<file path="config.mk">
export PLATFORM = sky130hd
export DESIGN_NAME = gpio_evt_port
export DESIGN_NICKNAME = d
export VERILOG_FILES = /design/src/rtl/gpio_evt_pkg.sv /design/src/rtl/gpio_evt_sync.sv /design/src/rtl/gpio_evt_detect.sv /design/src/rtl/gpio_evt_flags.sv /design/src/rtl/gpio_evt_port.sv
export SDC_FILE = /design/constraint.sdc
export NUM_CORES = 1
export LEC_CHECK = 0
export BUFFER_PORTS_ARGS = -buffer_cell sky130_fd_sc_hd__buf_2
export CORE_MARGIN = 2
export CORE_UTILIZATION = 35
export DETAILED_ROUTE_END_ITERATION = 12
export GPL_ROUTABILITY_DRIVEN = 0
export GPL_TIMING_DRIVEN = 0
export PLACE_DENSITY = 0.63
export SLEW_MARGIN = 10
export SYNTH_ARGS = -nofsm -noshare
export SYNTH_HDL_FRONTEND = slang
export SYNTH_SLANG_ARGS = --single-unit
</file>
<file path="constraint.sdc">
create_clock -name clk -period 1.6 [get_ports clk]
set_input_delay 0.16 -clock clk [delete_from_list [all_inputs] [get_ports clk]]
set_output_delay 0.16 -clock clk [all_outputs]
set_load 0.05 [all_outputs]
</file>
<file path="src/rtl/gpio_evt_pkg.sv">
`timescale 1ns/1ps
package gpio_evt_pkg;
   // Word indices (byte offset / 4) of the register map
   localparam int REG_DIR  = 0;
   localparam int REG_IN   = 1;
   localparam int REG_OUT  = 2;
   localparam int REG_TRIG = 3;
   localparam int REG_POLA = 4;
   localparam int REG_POLB = 5;
   localparam int REG_STAT = 6;
   localparam int REG_OVR  = 7;
   localparam int REG_MODE = 8;  // reserved, reads zero
   localparam int SYNC_STAGES = 2;
endpackage

</file>
<file path="src/rtl/gpio_evt_sync.sv">
`timescale 1ns/1ps
module gpio_evt_sync #(
   parameter int WIDTH  = 19,
   parameter int STAGES = 2
) (
   input  logic             clk,
   input  logic             rst_n,
   input  logic [WIDTH-1:0] din,
   output logic [WIDTH-1:0] dout
);
   logic [WIDTH-1:0] stg [STAGES];

   always_ff @(posedge clk or negedge rst_n) begin
      if (!rst_n) begin
         for (int k = 0; k < STAGES; k++) stg[k] <= '0;
      end else begin
         stg[0] <= din;
         for (int k = 1; k < STAGES; k++) stg[k] <= stg[k-1];
      end
   end

   assign dout = stg[STAGES-1];
endmodule

</file>
<file path="src/rtl/gpio_evt_detect.sv">
`timescale 1ns/1ps
module gpio_evt_detect #(
   parameter int WIDTH = 19
) (
   input  logic             clk,
   input  logic             rst_n,
   input  logic [WIDTH-1:0] lvl,
   input  logic [WIDTH-1:0] edge_mode,
   input  logic [WIDTH-1:0] pol_a,
   input  logic [WIDTH-1:0] pol_b,
   output logic [WIDTH-1:0] evt
);
   logic [WIDTH-1:0] prev_q;

   always_ff @(posedge clk or negedge rst_n) begin
      if (!rst_n) prev_q <= '0;
      else        prev_q <= lvl;
   end

   for (genvar i = 0; i < WIDTH; i++) begin : g_pin
      logic rise, fall, hi_hit, lo_hit;
      assign rise   = lvl[i] & ~prev_q[i];
      assign fall   = ~lvl[i] & prev_q[i];
      assign hi_hit = lvl[i] & pol_a[i];
      assign lo_hit = ~lvl[i] & pol_b[i];
      assign evt[i] = edge_mode[i] ? ((rise & pol_a[i]) | (fall & pol_b[i]))
                                   : (hi_hit | lo_hit);
   end
endmodule

</file>
<file path="src/rtl/gpio_evt_flags.sv">
`timescale 1ns/1ps
module gpio_evt_flags #(
   parameter int WIDTH = 19
) (
   input  logic             clk,
   input  logic             rst_n,
   input  logic [WIDTH-1:0] evt,
   input  logic [WIDTH-1:0] clr_stat,
   input  logic [WIDTH-1:0] clr_ovr,
   output logic [WIDTH-1:0] status,
   output logic [WIDTH-1:0] ovr
);
   always_ff @(posedge clk or negedge rst_n) begin
      if (!rst_n) begin
         status <= '0;
         ovr    <= '0;
      end else begin
         // a new event beats a clear in the same cycle
         status <= (status & ~clr_stat) | evt;
         ovr    <= (ovr & ~clr_ovr) | (evt & status);
      end
   end
endmodule

</file>
<file path="src/rtl/gpio_evt_port.sv">
`timescale 1ns/1ps
module gpio_evt_port #(
   parameter int PIN_COUNT = 19,
   parameter int DATA_W    = 32,
   parameter int ADDR_W    = 6
) (
   input  logic                 clk,
   input  logic                 rst_n,
   input  logic [ADDR_W-1:0]    reg_addr,
   input  logic                 reg_wr,
   input  logic [DATA_W-1:0]    reg_wdata,
   output logic [DATA_W-1:0]    reg_rdata,
   output logic [PIN_COUNT-1:0] pin_out,
   output logic [PIN_COUNT-1:0] pin_oe,
   input  logic [PIN_COUNT-1:0] pin_in,
   output logic                 irq
);
   import gpio_evt_pkg::*;

   localparam int IDX_W = ADDR_W - 2;

   if (PIN_COUNT < 1 || PIN_COUNT > DATA_W) begin : g_bad_pins
      $error("PIN_COUNT must lie in 1..DATA_W");
   end
   if (ADDR_W < 6) begin : g_bad_addr
      $error("ADDR_W too small for the register map");
   end

   logic [PIN_COUNT-1:0] dir_q, out_q, trig_q, pola_q, polb_q;
   logic [PIN_COUNT-1:0] sync_lvl, evt, status_q, ovr_q;
   logic [PIN_COUNT-1:0] clr_stat, clr_ovr, wbits;
   logic [IDX_W-1:0]     idx;
   logic                 aligned, wr_ok;
   logic                 unused_wdata;

   assign idx          = reg_addr[ADDR_W-1:2];
   assign aligned      = (reg_addr[1:0] == 2'b00);
   assign wr_ok        = reg_wr && aligned;
   assign wbits        = reg_wdata[PIN_COUNT-1:0];
   assign unused_wdata = ^reg_wdata;

   always_ff @(posedge clk or negedge rst_n) begin
      if (!rst_n) begin
         dir_q  <= '0;
         out_q  <= '0;
         trig_q <= '0;
         pola_q <= '0;
         polb_q <= '0;
      end else if (wr_ok) begin
         case (idx)
            IDX_W'(REG_DIR):  dir_q  <= wbits;
            IDX_W'(REG_OUT):  out_q  <= wbits;
            IDX_W'(REG_TRIG): trig_q <= wbits;
            IDX_W'(REG_POLA): pola_q <= wbits;
            IDX_W'(REG_POLB): polb_q <= wbits;
            default: ;
         endcase
      end
   end

   assign clr_stat = (wr_ok && idx == IDX_W'(REG_STAT)) ? wbits : '0;
   assign clr_ovr  = (wr_ok && idx == IDX_W'(REG_OVR))  ? wbits : '0;

   gpio_evt_sync #(.WIDTH(PIN_COUNT), .STAGES(SYNC_STAGES)) u_sync (
      .clk(clk), .rst_n(rst_n), .din(pin_in), .dout(sync_lvl));

   gpio_evt_detect #(.WIDTH(PIN_COUNT)) u_detect (
      .clk(clk), .rst_n(rst_n), .lvl(sync_lvl), .edge_mode(trig_q),
      .pol_a(pola_q), .pol_b(polb_q), .evt(evt));

   gpio_evt_flags #(.WIDTH(PIN_COUNT)) u_flags (
      .clk(clk), .rst_n(rst_n), .evt(evt), .clr_stat(clr_stat),
      .clr_ovr(clr_ovr), .status(status_q), .ovr(ovr_q));

   always_comb begin
      reg_rdata = '0;
      if (aligned) begin
         case (idx)
            IDX_W'(REG_DIR):  reg_rdata[PIN_COUNT-1:0] = dir_q;
            IDX_W'(REG_IN):   reg_rdata[PIN_COUNT-1:0] = sync_lvl;
            IDX_W'(REG_OUT):  reg_rdata[PIN_COUNT-1:0] = out_q;
            IDX_W'(REG_TRIG): reg_rdata[PIN_COUNT-1:0] = trig_q;
            IDX_W'(REG_POLA): reg_rdata[PIN_COUNT-1:0] = pola_q;
            IDX_W'(REG_POLB): reg_rdata[PIN_COUNT-1:0] = polb_q;
            IDX_W'(REG_STAT): reg_rdata[PIN_COUNT-1:0] = status_q;
            IDX_W'(REG_OVR):  reg_rdata[PIN_COUNT-1:0] = ovr_q;
            default: ;
         endcase
      end
   end

   assign pin_out = out_q;
   assign pin_oe  = ~dir_q;
   assign irq     = |status_q;
endmodule

</file>
==> results of run 1 <==
-- layout make-up --
| type | count | area, µm² | share of cell area |
|---|---|---|---|
| sequential | 190 | 4760 | 0.435 |
| multi-input combinational | 407 | 3420 | 0.313 |
| timing repair buffer | 165 | 1240 | 0.113 |
| clock buffer | 17 | 425 | 0.0388 |
| tap | 319 | 399 | 0.0364 |
| buffer | 40 | 390 | 0.0356 |
| clock inverter | 15 | 171 | 0.0156 |
| inverter | 38 | 143 | 0.0130 |
-- cell families (layout without fill, tap and decap cells) --
logic type	after synthesis	after routing
AND/OR/NAND/NOR	108	108
flip-flops	190	190
AO/OA/AOI/OAI	172	172
other	1	13
multiplexers	114	114
buffers and inverters	79	275
-- per-layer routing --
layer	track usage	part of all wire	vias up
li1	-	-	2806
met1	0.256	0.44	3160
met2	0.316	0.48	207
met3	0.0363	0.052	40
met4	0.0719	0.025	0
met5	0	0	-
-- stage by stage --
stage,utilization,hold WS (ps)
after floorplan,-,-136
after global placement,0.407,267
after detailed placement,0.408,188
after CTS,0.467,20.1
after global routing,0.471,26.4
final,0.471,36.1
-- registers in the layout (all words and copies together), names as in the netlist --
name / count
dir_q: 19
pin_out: 19
pola_q: 19
polb_q: 19
trig_q: 19
u_detect.prev_q: 19
u_flags.ovr: 19
u_flags.status: 19
u_sync.dout: 19
u_sync.stg: 19
-- power groups by stage --
stage               sequential, mW  clock [mW]  combinational [mW]
finish                        5.81        4.26                2.25
global placement              5.88           0                1.95
detailed placement            5.88           0                2.00
CTS                           5.79        4.37                2.23
floorplan                     5.97           0                1.24
global route                  5.88        4.56                2.42
-- worst max-delay path by stage --
stage,startpoint,end,slack (ps),cells past startpoint
4_1_cts,u_flags.status[11]$_DFF_PN0_,irq,-630,4
5_1_grt,u_flags.status[11]$_DFF_PN0_,irq,-620,4
3_5_place_dp,reg_addr[3],reg_rdata[17],-1020,8
6_report,u_flags.status[11]$_DFF_PN0_,irq,-610,4
3_3_place_gp,rst_n,u_sync.stg[36]$_DFF_PN0_,-2830,1
2_1_floorplan,reg_addr[4],reg_rdata[10],-100,7
-- cells in the final DEF (no fill, tap or decap), types with 5 or more instances in the layout --
cell type	n
conb_1	13
o22a_1	19
dfrtp_1	183
inv_8	5
inv_1	38
buf_6	36
nand2_1	59
buf_2	83
dfrtp_2	7
a222oi_1	17
a21oi_2	7
o21ai_0	38
a22oi_1	19
mux2i_1	19
a22o_1	38
dlygate4sd3_1	20
a21oi_4	12
mux2_2	55
a21o_1	19
mux2_1	40
nand3_1	19
clkbuf_16	18
buf_4	52
-- repair_timing --
action                     in CTS  in global routing
hold buffers                   20                  0
hold endpoints to repair       99                  0
gates resized for setup        84                 14
setup buffers                  35                  7
setup endpoints to repair      49                 27
pin swaps                      39                 24
==> flow_metrics.tcl, run 1 <==
set metrics [dict create \
    path_max_fanout 2 \
    io_pins 131 \
    clock_latency_ps 440 \
    dieArea_um2 24700 \
    finalPower_mw 12.3 \
    seqPwrFrac 0.472 \
    synthTopCellsByArea "dfrtp_1 58%, mux2_2 7.5%, mux2_1 5.5%" \
    dp_slack_ps -1020 \
    stdcell_area_um2 11000 \
    portBuffers 102 \
    synth_common_cells "190 x dfrtp_1, 59 x nand2_1, 55 x mux2_2" \
    avgRoutedWirePerCell_um 19.4 \
    powerDensity_nw_per_um2 1120 \
    ys_ff_latch 190 \
    synth_top_area_cell "dfrtp_1" \
    path_clk_slew_ps 80 \
    drc 0 \
    cap_violations 0 \
    cts_buffer_depth 2 \
    peakVddDrop_mv 0.715 \
    grt_max_degree 111 \
    slew_violations 0 \
    cpPeakStageDelay_ps 470 \
    core_area_um2 23300 \
    violations "setup timing" \
    p_sw_mw 3.94 \
    grt_pass1_vias 6225 \
    synth_compound_area_frac 0.154 \
    placed_area_um2 9500 \
    syn_avg_cell_area_um2 12.4 \
    cts_root_buf "clkbuf_16" \
    postRouteAntennaNets 0 \
    antenna_cells 0 \
    rr_endpoint "u_flags.ovr[18]$_DFF_PN0_" \
    synthFlopType "dfrtp_1" \
    yosys.area_share.simple 0.0674 \
    p_comb_frac 0.182 \
    cts_tree "yes" \
    hold_viol 0 \
    path_buf_inv 1 \
    setup_ws_ps -615 \
    rsz0062_at_grt "true" \
    grt_overflow_total 0 \
    cts_buffers 17 \
    crit_path_end_kind "primary output" \
    post-dp-hpwl_um 14100 \
    die_h_um 157 \
    placed_cells 1098 \
    die-width_um 157 \
    yosys_warnings 0 \
    synthXorXnorAreaFrac 0 \
    crit_family "simple AND/OR/NAND/NOR gates" \
    synth_cells 664 \
    start_util 0.353 \
    synth_edf_count 0 \
    cts.sinks 190 \
    min_from "reg_wdata[16]" \
    power.clock.fraction 0.346 \
    worstPathRequired_ps 1440 \
    h-tree-depth 4 \
    period_needed_ps 2210 \
    grt_pass1_wl_um 35300 \
    antenna_found_initial 0 \
    area_growth_pct 33.5 \
    status "complete, but fails checks" \
    grt.total_usage 0.193 \
    drt_first_pass_iters 5 \
    avgViaCountPerCell 5.22 \
    syn-cell-area_um2 8210 \
    synthArstFlopShare 1.00 \
    final.setup.tns_ps -7240 \
    max_slew.worst_pin.slew_ps 721 \
    ys_types 40 \
    worstPathCellList "nor4_4 > nand4_1 > or4_4 > buf_6" \
    fin_nets 919 \
    synthAdderAreaFrac 0 \
    vias 6213 \
    hold_depth 2 \
    finalCritPeriodShare 1.38 \
    setup_viol 20 \
    wl_um 23100 \
    synth_top_family_by_area "multiplexers" \
    timing.rr.start "trig_q[18]$_DFFE_PN0P_" \
    r2r_setup_slack_ps 420 \
    synth.top_cell.area_share 0.579 \
    switching_share 0.320 \
    r2r_cells 5 \
    crit_path_start_kind "register" \
    instances_no_fill 1191 \
    min_to "polb_q[16]$_DFFE_PN0P_" \
    slew_headroom 0.519 \
    hp-class "input pin to register" \
    fin_worst_skew_ps 10.2 \
    drt_iter0_markers 485 \
    seq_area_frac_synth 0.579 \
    critPathSlowestCell "or4_4" \
    yosysMostFrequentCell "dfrtp_1" \
    max_freq_mhz 452 \
    critPathKind "register to primary output" \
    internal_power_mw 8.38 \
    nFillCells 2137 \
    rows 56 \
    drive_gt1_frac 0.368 \
    leakage_nw 4.93 \
    synthMuxAreaShare 0.154 \
    arrival_ps 2050 \
]
Note: power is estimated with default switching activity, not from simulation.
==> inputs of run 2 (changes only) <==
--- a/config.mk
+++ b/config.mk
@@ -6,12 +6,11 @@
 export NUM_CORES = 1
 export LEC_CHECK = 0
 export BUFFER_PORTS_ARGS = -buffer_cell sky130_fd_sc_hd__buf_2
-export CORE_MARGIN = 2
+export CORE_MARGIN = 3
 export CORE_UTILIZATION = 35
 export DETAILED_ROUTE_END_ITERATION = 12
 export GPL_ROUTABILITY_DRIVEN = 0
 export GPL_TIMING_DRIVEN = 0
-export PLACE_DENSITY = 0.63
 export SLEW_MARGIN = 10
 export SYNTH_ARGS = -nofsm -noshare
 export SYNTH_HDL_FRONTEND = slang
==> run 2 against run 1 <==
The run still ends with setup timing left. Highest routed layer unchanged. Critical endpoint unchanged. Sequential cell count did not move. Critical path type unchanged. Clock skew rose by 5.8 ps. Hold slack worse by 10 ps.
==> flow_metrics.tcl, run 2 (synthesized netlist as in run 1, its figures left out) <==
set metrics [dict create \
    crit_path_end_kind "primary output" \
    grt_busiest_layer "met2" \
    avgViaCountPerCell 5.22 \
    cap_violations 0 \
    max_freq_mhz 447 \
    cts_buffer_depth 2 \
    rows 55 \
    path_max_fanout 2 \
    powerDensity_nw_per_um2 1130 \
    area_growth_pct 32.3 \
    mostFrequentLayoutCells "182 x dfrtp_1, 81 x buf_2, 59 x nand2_1" \
    h-tree-depth 4 \
    drc 0 \
    antenna_cells 0 \
    setup_viol 20 \
    clock_latency_ps 440 \
    antenna_found_initial 0 \
    crit_family "simple AND/OR/NAND/NOR gates" \
    critPathSlowestCell "or4_4" \
    drt_iter0_markers 512 \
    finalCritPeriodShare 1.40 \
    worstPathCellList "nor4_4 > nand4_1 > or4_4 > buf_6" \
    critPathKind "register to primary output" \
    avgRoutedWirePerCell_um 20.0 \
    io_pins 131 \
    cpPeakStageDelay_ps 460 \
    wl_um 23600 \
    rsz0062_at_grt "true" \
    fin_nets 913 \
    slew_violations 0 \
    setup_ws_ps -637 \
    violations "setup timing" \
    grt_pass1_wl_um 37200 \
    hold_slack_ps 25.8 \
    final_common_cell "dfrtp_1" \
    peakVddDrop_mv 0.598 \
    drive_gt1_frac 0.364 \
    fin_worst_skew_ps 16.0 \
    max_slew.worst_pin.slew_ps 743 \
    drt_first_pass_iters 6 \
    die-width_um 159 \
    cts.sinks 190 \
    start_util 0.359 \
    met2_usage 0.305 \
    cts_tree "yes" \
    hp-class "input pin to register" \
    die_h_um 159 \
    use_met3 0.0447 \
    arrival_ps 2080 \
    cts_buffers 17 \
    use_met1 0.253 \
    vias 6152 \
    slew_headroom 0.505 \
    core_area_um2 22800 \
    post-dp-hpwl_um 14500 \
    crit_path_start_kind "register" \
    grt_overflow_total 0 \
    grt_max_degree 101 \
    dp_slack_ps -934 \
    leakage_nw 4.88 \
    hold_viol 0 \
    path_buf_inv 1 \
    status "complete, but fails checks" \
    path_clk_slew_ps 80 \
    postRouteAntennaNets 0 \
    period_needed_ps 2240 \
    grt.total_usage 0.189 \
    cts_root_buf "clkbuf_16" \
    portBuffers 102 \
    worstPathRequired_ps 1440 \
    dieArea_um2 25300 \
    grt_pass1_vias 6395 \
]
==> run 2: cell types whose count changed in the layout (fill, tap and decap cells not counted), sizes merged <==
cell / previous run / this run
inv: 45 / 46
buf: 177 / 169
clkbuf: 25 / 28
clkinvlp: 2 / 0
==> run 2: path summary, 6_finish.rpt <==
check / from / endpoint / slack, ps / cells after the start
worst min register to register: u_sync.stg[37]$_DFF_PN0_ / u_sync.dout[18]$_DFF_PN0_ / 350 / 0
min in group asynchronous: rst_n / dir_q[15]$_DFFE_PN0P_ / 310 / 2
worst max register to register: trig_q[18]$_DFFE_PN0P_ / u_flags.ovr[18]$_DFF_PN0_ / 410 / 5
worst max-delay path: u_flags.status[3]$_DFF_PN0_ / irq / -640 / 4
worst min-delay path: reg_wdata[13] / trig_q[13]$_DFFE_PN0P_ / 30 / 2
max in group asynchronous: rst_n / u_flags.status[5]$_DFF_PN0_ / 390 / 3
==> run 2: power by group <==
group	total, mW	internal, mW	switching [mW]
logic	2.24	0.906	1.34
clock network	4.23	2.11	2.12
registers	5.81	5.36	0.451
total	12.3	8.37	3.91
==> run 2: final cells by class <==
class / instances / area, µm²
buffer: 40 / 388
clock buffer: 18 / 429
clock inverter: 14 / 160
fill: 2104 / 12000
inverter: 38 / 143
multi-input combinational: 407 / 3410
sequential: 190 / 4760
tap: 313 / 392
timing repair buffer: 159 / 1170
==> run 2: routing by layer <==
metal	routed length (µm)	vias to the layer above
li1	-	2793
met2	11300	210
met3	1490	38
met1	10300	3111
met4	484	0
met5	0	-
==> run 2: repair_timing <==
item                                    4_1_cts  5_1_grt
gates resized for setup                      83        8
endpoints found under the hold margin       109        0
gates cloned                                  0        0
setup buffers                                27        9
hold buffers                                 20        0
endpoints found under the setup margin       53       24
pin swaps                                    32       30
==> run 2: per-stage QoR <==
step	setup TNS, ps	total power [mW]	util	instance area [µm²]	cells
floorplan	-1610	7.21	-	8550	676
global placement	-609240	7.84	0.414	9450	1091
detailed placement	-56530	7.90	0.415	9490	1092
CTS	-7260	12.3	0.471	10800	1170
global route	-8590	12.9	0.475	10900	1179
finish	-6830	12.3	0.475	10900	1179
==> inputs of run 3 (changes only) <==
--- a/config.mk
+++ b/config.mk
@@ -6,11 +6,13 @@
 export NUM_CORES = 1
 export LEC_CHECK = 0
 export BUFFER_PORTS_ARGS = -buffer_cell sky130_fd_sc_hd__buf_2
+export CORE_ASPECT_RATIO = 0.7
 export CORE_MARGIN = 3
 export CORE_UTILIZATION = 35
 export DETAILED_ROUTE_END_ITERATION = 12
 export GPL_ROUTABILITY_DRIVEN = 0
 export GPL_TIMING_DRIVEN = 0
+export SETUP_SLACK_MARGIN = 0.3
 export SLEW_MARGIN = 10
 export SYNTH_ARGS = -nofsm -noshare
 export SYNTH_HDL_FRONTEND = slang
==> run 3 against run 2 <==
Hold slack worse by 260 ps. Total power is 6.9% higher. Sequential power is 0.7% higher. Clock power is 6.6% higher. Critical path depth stayed put. Wire length is 14% higher. Die area is 0.12% higher. Design area is 13% higher. Register-to-register slack worse by 40 ps. The run ends with hold timing, setup timing left. Sequential cell count stayed put. Largest power group unchanged. Fmax is 0.37% higher. Highest routed layer unchanged. Count of clock-buffer cells in the layout is 3 higher.
==> flow_metrics.tcl, run 3 (synthesized netlist as in run 1, its figures left out) <==
set metrics [dict create \
    status "complete, but fails checks" \
    violations "hold timing, setup timing" \
    grt_busiest_layer "met1" \
    peakVddDrop_mv 0.717 \
    placed_area_um2 9690 \
    drc 0 \
    fin_worst_skew_ps 10.9 \
    worstPathCellList "nor4_4 > nand4_1 > or4_4 > buf_6" \
    drt_first_pass_iters 5 \
    grt.total_usage 0.215 \
    grt_pass1_vias 6613 \
    max_freq_mhz 449 \
    avgViaCountPerCell 5.32 \
    hold_slack_ps -236 \
    cts_root_buf "clkbuf_16" \
    internal_power_mw 9.23 \
    use_met3 0.0674 \
    postRouteAntennaNets 0 \
    period_needed_ps 2230 \
    die_h_um 134 \
    use_met1 0.317 \
    finalPower_mw 13.1 \
    path_max_fanout 2 \
    p_comb_frac 0.211 \
    power.clock.fraction 0.343 \
    path_clk_slew_ps 70 \
    crit_path_start_kind "register" \
    drt_iter0_markers 764 \
    setup_viol 20 \
    cpPeakStageDelay_ps 470 \
    p_sw_mw 3.89 \
    hp-class "input pin to asynchronous set/reset pin" \
    utilization 0.538 \
    clock_latency_ps 430 \
    core_area_um2 22800 \
    cts.sinks 190 \
    avgRoutedWirePerCell_um 21.9 \
    slew_headroom 0.445 \
    final.setup.tns_ps -7180 \
    grt_max_degree 97 \
    grt_pass1_wl_um 41300 \
    seqPwrFrac 0.446 \
    critPathSlowestCell "or4_4" \
    max_slew.worst_pin.slew_ps 832 \
    crit_family "simple AND/OR/NAND/NOR gates" \
    cts_buffers 17 \
    switching_share 0.296 \
    r2r_cells 6 \
    start_util 0.359 \
    drive_gt1_frac 0.471 \
    cts.hold.buffers_added 19 \
    powerDensity_nw_per_um2 1070 \
    hold_viol 95 \
    leakage_nw 5.71 \
    cap_violations 0 \
    rows 46 \
    h-tree-depth 4 \
    cp.depth 4 \
    slew_violations 0 \
    io_pins 131 \
    die-width_um 189 \
    antenna_found_initial 0 \
    antenna_cells 0 \
    mostFrequentLayoutCells "182 x dfrtp_1, 83 x mux2_4, 63 x buf_6" \
    finalCritPeriodShare 1.39 \
    met2_usage 0.306 \
    worstPathRequired_ps 1440 \
    cts_tree "yes" \
    critPathKind "register to primary output" \
    crit_path_end_kind "primary output" \
    area_growth_pct 49.9 \
    rsz0062_at_grt "true" \
    wl_um 26700 \
    grt_overflow_total 0 \
    setup_ws_ps -629 \
    fin_nets 954 \
    arrival_ps 2070 \
    path_buf_inv 1 \
    final_common_cell "dfrtp_1" \
    portBuffers 102 \
    nFillCells 1878 \
    post-dp-hpwl_um 15200 \
    dieArea_um2 25400 \
    cts_buffer_depth 2 \
    vias 6484 \
    stdcell_area_um2 12300 \
]
run 3: changes by cell type in the layout (fill, tap and decap cells not counted), moves of 14 or more:
cell	before	now
mux2_4	0	83
mux2_2	55	12
mux2_1	40	0
buf_6	28	63
buf_2	81	52
nand2_1	59	40
buf_12	1	15
run 3: metal layers:
metal  vias to the layer above  part of all wire  routed length, µm
li1                       2856                 -                  -
met5                         -                 0                  0
met3                        30             0.082               2190
met4                         0             0.016                429
met1                      3320              0.47              12600
met2                       278              0.43              11500
run 3: metrics by stage:
stage	instances	setup WS (ps)
2_1_floorplan	676	-96.6
4_1_cts	1204	-612
5_1_grt	1219	-658
6_report	1219	-629
3_3_place_gp	1090	-2890
3_5_place_dp	1091	-976
run 3: area by class of cell:
type	instances	area, µm²	share of cell area
clock buffers	21	460	0.0374
well taps	312	390	0.0317
plain buffers	41	541	0.0439
clock inverters	11	153	0.0124
flip-flops and latches	190	4760	0.387
repair buffers	199	1960	0.159
inverters	38	163	0.0132
multi-input cells	407	3870	0.315
run 3: power groups by stage:
stage	registers (mW)	clock network (mW)	logic, mW
CTS	5.82	4.55	2.63
global placement	5.89	0	2.09
detailed placement	5.89	0	2.13
global route	5.92	4.75	2.95
floorplan	5.97	0	1.35
finish	5.85	4.51	2.77
run 3: path summary, 6_finish.rpt:
path	startpoint	end	slack, ps
worst min register to register	u_sync.stg[24]$_DFF_PN0_	u_sync.dout[5]$_DFF_PN0_	350
worst max register to register	trig_q[18]$_DFFE_PN0P_	u_flags.ovr[18]$_DFF_PN0_	370
min in group clk	reg_wdata[6]	u_flags.status[6]$_DFF_PN0_	70
worst min-delay path	rst_n	u_sync.stg[21]$_DFF_PN0_	-240
worst max-delay path	u_flags.status[14]$_DFF_PN0_	irq	-630
max in group asynchronous	rst_n	u_flags.status[12]$_DFF_PN0_	850
run 3: worst register-to-register path: stages (launching register included):
cell and delay, ps:
dfrtp_1 380, buf_4 130, buf_4 130, inv_1 40, o21ai_0 50, o21ai_0 250
a22o_1 190
run 3: timing repair:
action	in CTS	in global routing
buffers inserted	57	12
resized for setup	248	54
pin swaps	54	46
endpoints found under the setup margin	116	163
gates cloned	5	3
endpoints found under the hold margin	114	95
